**config.mk**
```make
export PLATFORM = sky130hd
export DESIGN_NAME = pipe_hazard_ctrl
export DESIGN_NICKNAME = d
export VERILOG_FILES = /design/src/rtl/hz_pkg.sv /design/src/rtl/hz_stale_track.sv /design/src/rtl/hz_src_check.sv /design/src/rtl/hz_redirect.sv /design/src/rtl/pipe_hazard_ctrl.sv
export SDC_FILE = /design/constraint.sdc
export NUM_CORES = 1
export LEC_CHECK = 0
export BUFFER_PORTS_ARGS = -buffer_cell sky130_fd_sc_hd__buf_2
export CELL_PAD_IN_SITES_DETAIL_PLACEMENT = 1
export CELL_PAD_IN_SITES_GLOBAL_PLACEMENT = 2
export CORE_UTILIZATION = 29
export CTS_BUF_LIST = sky130_fd_sc_hd__clkbuf_4
export CTS_CLUSTER_SIZE = 40
export DETAILED_ROUTE_END_ITERATION = 10
export PLACE_DENSITY_LB_ADDON = 0.2
export SKIP_CTS_REPAIR_TIMING = 1
export SLEW_MARGIN = 10
export SYNTH_ARGS = -nofsm -noshare
export SYNTH_HDL_FRONTEND = slang
export SYNTH_SLANG_ARGS = --single-unit
```
**constraint.sdc**
```tcl
create_clock -name clk -period 3.55 [get_ports clk]
set_clock_uncertainty 0.2 [all_clocks]
set_input_delay 0.71 -clock clk [delete_from_list [all_inputs] [get_ports clk]]
set_output_delay 0.71 -clock clk [all_outputs]
set_load 0.02 [all_outputs]
```
**src/rtl/hz_pkg.sv**
```systemverilog
package hz_pkg;

  typedef enum logic [1:0] {
    PC_SEQ      = 2'd0,
    PC_HOLD     = 2'd1,
    PC_REDIRECT = 2'd2
  } pc_sel_e;

  typedef enum logic {
    FWD_RF = 1'b0,
    FWD_EX = 1'b1
  } fwd_sel_e;

  localparam int unsigned MAX_INFLIGHT = 3;

endpackage

```
**src/rtl/hz_stale_track.sv**
```systemverilog
module hz_stale_track #(
  parameter int NREG = 32,
  parameter int AW   = $clog2(NREG),
  parameter int CW   = $clog2(hz_pkg::MAX_INFLIGHT + 1)
) (
  input  logic            clk,
  input  logic            rst_n,
  input  logic            set_en,
  input  logic [AW-1:0]   set_idx,
  input  logic            clr_en,
  input  logic [AW-1:0]   clr_idx,
  output logic [NREG-1:0] stale
);

  // One in-flight writer counter per register; register 0 has none.
  for (genvar g = 0; g < NREG; g++) begin : g_reg
    if (g == 0) begin : g_zero
      assign stale[g] = 1'b0;
    end else begin : g_live
      logic [CW-1:0] cnt;
      logic          up;
      logic          dn;

      assign up = set_en && (set_idx == AW'(g));
      assign dn = clr_en && (clr_idx == AW'(g));

      always_ff @(posedge clk or negedge rst_n) begin
        if (!rst_n) begin
          cnt <= '0;
        end else if (up && !dn) begin
          cnt <= cnt + 1'b1;
        end else if (dn && !up) begin
          cnt <= cnt - 1'b1;
        end
      end

      assign stale[g] = |cnt;
    end
  end

endmodule

```
**src/rtl/hz_src_check.sv**
```systemverilog
module hz_src_check #(
  parameter int NREG = 32,
  parameter int AW   = $clog2(NREG)
) (
  input  logic            src_use,
  input  logic [AW-1:0]   src_idx,
  input  logic [NREG-1:0] stale,
  input  logic            ex_valid,
  input  logic [AW-1:0]   ex_rd,
  input  logic            ex_rd_we,
  input  logic            ex_res_ok,
  output logic            fwd,
  output logic            block
);

  logic live;
  logic pending;
  logic ex_hit;

  // Register 0 is excluded from both forwarding and hazard detection.
  assign live    = src_use && (src_idx != '0);
  assign pending = live && stale[src_idx];
  assign ex_hit  = ex_valid && ex_rd_we && ex_res_ok && (ex_rd == src_idx);

  assign fwd   = pending && ex_hit;
  assign block = pending && !ex_hit;

endmodule

```
**src/rtl/hz_redirect.sv**
```systemverilog
module hz_redirect #(
  parameter int XLEN    = 32,
  parameter int PC_STEP = 4
) (
  input  logic            flush,
  input  logic            stall,
  input  logic [XLEN-1:0] fetch_pc,
  input  logic [XLEN-1:0] br_target,
  output logic [1:0]      pc_sel,
  output logic [XLEN-1:0] next_pc
);

  import hz_pkg::*;

  pc_sel_e sel;

  always_comb begin
    if (flush) begin
      sel     = PC_REDIRECT;
      next_pc = br_target;
    end else if (stall) begin
      sel     = PC_HOLD;
      next_pc = fetch_pc;
    end else begin
      sel     = PC_SEQ;
      next_pc = fetch_pc + XLEN'(PC_STEP);
    end
  end

  assign pc_sel = sel;

endmodule

```
**src/rtl/pipe_hazard_ctrl.sv**
```systemverilog
module pipe_hazard_ctrl #(
  parameter int NREG    = 32,
  parameter int AW      = $clog2(NREG),
  parameter int XLEN    = 32,
  parameter int PC_STEP = 4
) (
  input  logic            clk,
  input  logic            rst_n,
  input  logic            dec_valid,
  input  logic [AW-1:0]   dec_rs1,
  input  logic            dec_rs1_use,
  input  logic [AW-1:0]   dec_rs2,
  input  logic            dec_rs2_use,
  input  logic [AW-1:0]   dec_rd,
  input  logic            dec_rd_we,
  output logic            dec_ready,
  input  logic            ex_valid,
  input  logic [AW-1:0]   ex_rd,
  input  logic            ex_rd_we,
  input  logic            ex_res_ok,
  input  logic            br_resolve,
  input  logic            br_wrong,
  input  logic [XLEN-1:0] br_target,
  input  logic            wb_valid,
  input  logic [AW-1:0]   wb_rd,
  input  logic            wb_rd_we,
  input  logic [XLEN-1:0] fetch_pc,
  output logic            fwd_a,
  output logic            fwd_b,
  output logic            ex_bubble,
  output logic            if_squash,
  output logic [1:0]      pc_sel,
  output logic [XLEN-1:0] next_pc
);

  localparam int NSRC = 2;

  logic [NREG-1:0] stale;
  logic [AW-1:0]   src_idx [NSRC];
  logic [NSRC-1:0] src_use;
  logic [NSRC-1:0] src_fwd;
  logic [NSRC-1:0] src_block;
  logic            flush;
  logic            stall;
  logic            issue;

  assign src_idx[0] = dec_rs1;
  assign src_idx[1] = dec_rs2;
  assign src_use    = {dec_rs2_use, dec_rs1_use};

  for (genvar s = 0; s < NSRC; s++) begin : g_src
    hz_src_check #(.NREG(NREG), .AW(AW)) u_src (
      .src_use   (dec_valid && src_use[s]),
      .src_idx   (src_idx[s]),
      .stale     (stale),
      .ex_valid  (ex_valid),
      .ex_rd     (ex_rd),
      .ex_rd_we  (ex_rd_we),
      .ex_res_ok (ex_res_ok),
      .fwd       (src_fwd[s]),
      .block     (src_block[s])
    );
  end

  assign flush = br_resolve && br_wrong;
  assign stall = dec_valid && (|src_block);
  assign issue = dec_valid && !stall && !flush;

  assign dec_ready = !stall || flush;
  assign ex_bubble = !issue;
  assign if_squash = flush;
  assign fwd_a     = src_fwd[0];
  assign fwd_b     = src_fwd[1];

  hz_stale_track #(.NREG(NREG), .AW(AW)) u_track (
    .clk     (clk),
    .rst_n   (rst_n),
    .set_en  (issue && dec_rd_we),
    .set_idx (dec_rd),
    .clr_en  (wb_valid && wb_rd_we),
    .clr_idx (wb_rd),
    .stale   (stale)
  );

  hz_redirect #(.XLEN(XLEN), .PC_STEP(PC_STEP)) u_redir (
    .flush     (flush),
    .stall     (stall),
    .fetch_pc  (fetch_pc),
    .br_target (br_target),
    .pc_sel    (pc_sel),
    .next_pc   (next_pc)
  );

endmodule

```
# Yosys cells after proc, flatten, opt, wreduce, memory -nomap -nowiden
# Index checks and enable logic that the tools add are counted.
# Widths: inputs -> output; s select.
[word_totals] output_inout_bits=39 reg_bits=62
[classes] n_mux=70 magnitude_cmp=2 add_sub_neg=63 n_eq_ne=64 reduce_logical=277
[ops] operator="$eq 5x5->1 const B" count=32
[ops] operator="$logic_and 1x1->1" count=144
[ops] operator="$mux 2" count=63
[ops] operator="$eq 5x4->1 const B" count=16
[ops] operator="$logic_not 1->1" count=67
[ops] operator="$mux 32" count=2
[ops] operator="$reduce_or 2->1" count=32
[ops] operator="$add 2x1->2 const B" count=31
[ops] operator="$reduce_bool 2->1" count=31
[ops] operator="$sub 2x1->2 const B" count=31
[ops] operator="$eq 5x3->1 const B" count=8
[ops] operator="$add 32x3->32 const B" count=1
[ops] operator="$eq 5x2->1 const B" count=4
[ops] operator="$lt 5x6->1 const B" count=2
[ops] operator="$bmux 1 s5" count=2
[ops] operator="$eq 5x1->1 const B" count=2
[ops] operator="$eq 5x5->1" count=2
[ops] operator="$reduce_bool 5->1" count=2
[ops] operator="$mux 1" count=3
[ops] operator="$logic_or 1x1->1" count=1

# Depth between registers and ports, before layout
[depth] ltp_word=16 depth_mapped=15

# Modules after synthesis
# From an unflattened synthesis, not the netlist that was laid out.
[hier_totals] cells_unflattened=607 area_unflattened_um2=5429.0
[by_module_without_submodules] module="hz_stale_track" cells_per_inst=351 n_inst=1 area_each_um2=3527.1
[by_module_without_submodules] module="hz_redirect" cells_per_inst=166 n_inst=1 area_each_um2=992.2
[by_module_without_submodules] module="hz_src_check" cells_per_inst=40 n_inst=2 area_each_um2=424.2
[by_module_without_submodules] module="pipe_hazard_ctrl" cells_per_inst=10 n_inst=1 area_each_um2=61.3

# Least setup slack after synthesis
# Ideal clock, no wire load.
[synth_path] path_kind="in2out" start="in dec_rs1[0]" end="out pc_sel[0]" slack_ns=-0.529 path_stages=10 arrival_ns=3.169 cell_sequence="buf_4 -> or3b_1 -> o311a_1 -> or4_4 -> o32ai_4 -> nor4_4 -> buf_6 -> buf_2 -> o21ai_0 -> inv_1"
[synth_via] elab_chain_cells=8 elab_cells_between_ends=13
[synth_rtl] item="from (decl)" line="pipe_hazard_ctrl.sv:10" rtl="input logic [AW-1:0] dec_rs1,"
[synth_rtl] item="$bmux 1 s5, or another cell as far along" line="hz_src_check.sv:22" rtl="assign pending = live && stale[src_idx];"
[synth_rtl] item="$mux 1 (implied by the code), or another cell as far along" line="hz_src_check.sv:22"
[synth_rtl] item="$logic_and 1x1->1 / $logic_not 1->1 (equally long branches)" line="hz_src_check.sv:22, hz_src_check.sv:26"
[synth_rtl] item="$logic_and 1x1->1 *" line="hz_src_check.sv:26" rtl="assign block = pending && !ex_hit;"
[synth_rtl] item="$reduce_or 2->1 *" line="pipe_hazard_ctrl.sv:66" rtl="assign stall = dec_valid && (|src_block);"
[synth_rtl] item="$logic_and 1x1->1 *" line="pipe_hazard_ctrl.sv:66"
[synth_rtl] item="$mux 1 *" line="hz_redirect.sv:21" rtl="end else if (stall) begin"
[synth_rtl] item="$mux 2 *" line="hz_redirect.sv:18" rtl="if (flush) begin"
[synth_rtl] item="to (decl)" line="pipe_hazard_ctrl.sv:32" rtl="output logic [1:0] pc_sel,"
# Every way passes the cells marked *; elsewhere a longest branch is shown, timed or not. The select of a mux whose other input is x is not followed.

# Worst setup path after layout
[layout_path] start="in dec_rs1[2]" end="out next_pc[5]"
[layout_via] elab_chain_cells=8 elab_cells_between_ends=13
[layout_rtl] item="$bmux 1 s5, or another cell as far along" line="hz_src_check.sv:22"
[layout_rtl] item="$mux 1 (implied by the code), or another cell as far along" line="hz_src_check.sv:22"
[layout_rtl] item="$logic_and 1x1->1 / $logic_not 1->1 (equally long branches)" line="hz_src_check.sv:22, hz_src_check.sv:26"
[layout_rtl] item="$logic_and 1x1->1 *" line="hz_src_check.sv:26"
[layout_rtl] item="$reduce_or 2->1 *" line="pipe_hazard_ctrl.sv:66"
[layout_rtl] item="$logic_and 1x1->1 *" line="pipe_hazard_ctrl.sv:66"
[layout_rtl] item="$mux 32 *" line="hz_redirect.sv:21"
[layout_rtl] item="$mux 32 *" line="hz_redirect.sv:18"
[layout_rtl] item="to (decl)" line="pipe_hazard_ctrl.sv:33" rtl="output logic [XLEN-1:0] next_pc"
# Marks and branches as above.

==> results.cfg <==
[worst_setup_path]
cpLargestDelayFamily = simple AND/OR/NAND/NOR gates
cp_slowest_stage_delay_ns = 0.52
worstPathRequired_ns = 2.64
endpoint_kind = primary output
crit_fanout = 7
cp.buffers_inverters = 5
path_class = primary input to primary output
path_cells = buf_2, buf_4, nor4b_1, a31oi_1, a31oi_1, o311a_1, nor4_4, buf_12, clkbuf_16, or4_4, a31oi_4, buf_6
setup.worst_path.start_class = primary input
cp.arrival_ns = 3.20
cp_slowest_cell = or4_4
critPathMostFrequentCell = a31oi_1

[timing]
maxSlewHeadroom = 0.345
fmax_ghz = 0.244
finalCriticalPeriod_ns = 4.11
tightestPinTransition_ns = 0.980
setup_ws_ns = -0.556
fin_crit_sh = 1.16
slew_violations = 0
finalHoldViolations = 0
rsz0062_at_grt = yes
finalSetupViolCount = 33

[final_layout]
multiInputGateArea_um2 = 4700
largest-register = u_track.g.g_live.cnt
final_cell_mix = buf_4 (135), buf_2 (109), nor2_1 (100), nand2_1 (65), xor2_1 (64)
postLayoutCoreUtil = 0.477
final_cell_count_no_fill = 1197
nNetsFinal = 1091
final_layout_size_suffix_gt1_frac = 0.452
regArea_um2 = 1550
syn2layout_area_growth_pct = 61.3
reg_top3 = u_track.g.g_live.cnt x62
largest_reg_flops = 62
fillers = 2199
layout_commonest_cell = buf_4

[global_routing]
grtUsageTotal = 0.224
grt_pass1_wl_um = 34400
grt_max_degree = 63
grt-ovfl-total = 0
antenna_found_initial = 2
grt_pass1_vias = 6461

[yosys]
ys_ff_latch = 62
async_flop_share = 1.00
syn_avg_cell_area_um2 = 8.07
synthSimpleGateAreaFrac = 0.298
synthCells = 688
mappedNetlistArea_um2 = 5560
yosysWarnings = 0
synth_adder_area_share = 0.0721
synth_cell_type_count = 55
yosysSeqAreaShare = 0.279
synth-xor-area-share = 0.162
synth_edf_count = 0
syn_nets = 822
synth_top_family_by_area = simple AND/OR/NAND/NOR gates
synth_mux_area_frac = 0.0122
synth_compound_area_frac = 0.138
synth_ff_type = dfrtp_1

[power_and_ir_drop]
leakage_uw = 0.00394
vdd_drop_max_v = 0.000259
p_per_area_nw_per_um2 = 432

[cts]
clk_pin_slew_ns = 0.13
clkLatencyLatePin_ns = 0.43
clockRootBuffer = clkbuf_4
cts.sinks = 62
cts_tree = yes
clockBufferDepth = 2
cts-buffers-inserted = 9
cts_max_level = 3

[drt]
met2WireLength_um = 11800
wl_per_cell_um = 19.4
met3_wirelength_um = 935
vias_per_cell = 5.29
drtIter0Drc = 206
drc_errors = 0
via_count = 6337
drt_pass1_iterations = 6
wl_met1_um = 10000
drtAntennaViolNets = 0
highest_layer = met4
wl_um = 23200

[floorplanning]
die_y_um = 140
pin_count = 141
row_count = 50
initial_core_util = 0.296
die_area_um2 = 19700
die_x_um = 140
core_area_um2 = 18800

[placed_design]
dp.cells = 1157
routabilityCongestion = 0.865
place_hpwl_um = 17500
io_buffer_count = 140

[run_status]
outcome = finished, violations left
violations = negative setup slack

[worst_hold_path]
hold_class = primary input to asynchronous set/reset pin

[run]
drv_cap = 0
synth_stat cells (2+ instances only):
library cell  instances  area, um2
o311a_1               2       20.0
inv_1                13       48.8
o41ai_1               3       26.3
nor2b_1               3       18.8
clkbuf_1             21       78.8
a211oi_1              7       52.6
xnor2_1              33        289
xor2_1               70        613
o31a_1                3       26.3
buf_4                 3       22.5
a21oi_1               8       40.0
buf_2                 7       35.0
nor3_1               30        150
nor4b_1               8       70.1
and3_1                7       43.8
o21ai_0               9       45.0
nor4_1                4       25.0
o21bai_1              5       37.5
nor3b_1               9       67.6
or3b_2                2       17.5
nor2_1              119        447
or4_1                24        180
dfrtp_1              62       1550
nand4_1               8       50.1
a31oi_1              27        169
or3_1                 3       18.8
ha_1                 32        400
buf_6                 2       22.5
mux4_2                3       67.6
nand4b_1              3       26.3
o31ai_1              18        135
nand2b_1              4       25.0
nand2_1              66        248
nand3_1              33        165
o211ai_1              8       60.1
nand3b_1              4       30.0
a211o_1               3       26.3
and2_1                2       12.5
a2111oi_0             4       35.0
worst paths after layout:
| kind | end | cells after the start | slack [ns] | from |
|---|---|---|---|---|
| worst max-delay path | next_pc[5] | 12 | -0.56 | dec_rs1[2] |
| worst min-delay path | u_track.g_reg[27].g_live.cnt[0] | 2 | 0.24 | rst_n |
| worst max register to register | u_track.g_reg[13].g_live.cnt[1] | 14 | 0.07 | u_track.g_reg[29].g_live.cnt[1] |
| worst min register to register | u_track.g_reg[6].g_live.cnt[1] | 1 | 0.27 | u_track.g_reg[6].g_live.cnt[1] |
| max in group asynchronous | u_track.g_reg[1].g_live.cnt[1] | 2 | 2.31 | rst_n |
| min in group clk | u_track.g_reg[6].g_live.cnt[1] | 1 | 0.27 | u_track.g_reg[6].g_live.cnt[1] |
power breakdown:
group / internal (uW) / total [uW] / switching (uW)
clock: 214 / 502 / 288
sequential: 1040 / 1350 / 307
combinational: 1070 / 2020 / 948
total: 2320 / 3870 / 1540
stage by stage:
stage          cell area [um2]  setup TNS (ns)  total power, uW  hold slack (ns)  setup WS [ns]
6_report                  8960          -13.97             3870            0.237         -0.556
4_1_cts                   7980          -23.08             3620            0.279         -0.745
3_3_place_gp              7850          -48.49             3010            0.257         -0.751
2_1_floorplan             5990           -7.15             2220            0.214         -0.283
3_5_place_dp              7850          -47.05             3110            0.258         -0.741
5_1_grt                   8960          -16.88             4130            0.306         -0.631
cell type report:
cell class / count / area share
multi-input cells: 579 / 0.525
repair buffers: 292 / 0.250
flip-flops and latches: 62 / 0.173
well taps: 234 / 0.0327
clock buffers: 10 / 0.00838
clock inverters: 5 / 0.00572
inverters: 13 / 0.00545
diodes: 2 / 0.000559
kinds of logic after synthesis:
logic type,after synthesis
and+or+nand+nor,335
adders and majority gates,32
DFF,62
xor gates and xnor gates,103
buffers and inverters,47
muxes,3
AOI/OAI and AO/OA,106
metal layers:
layer	vias to the layer above	global-route usage
met5	-	0
met1	3137	0.281
met3	24	0.0291
met4	0	0.0521
li1	3010	-
met2	166	0.403
Note: power is estimated with default switching activity, not from simulation.
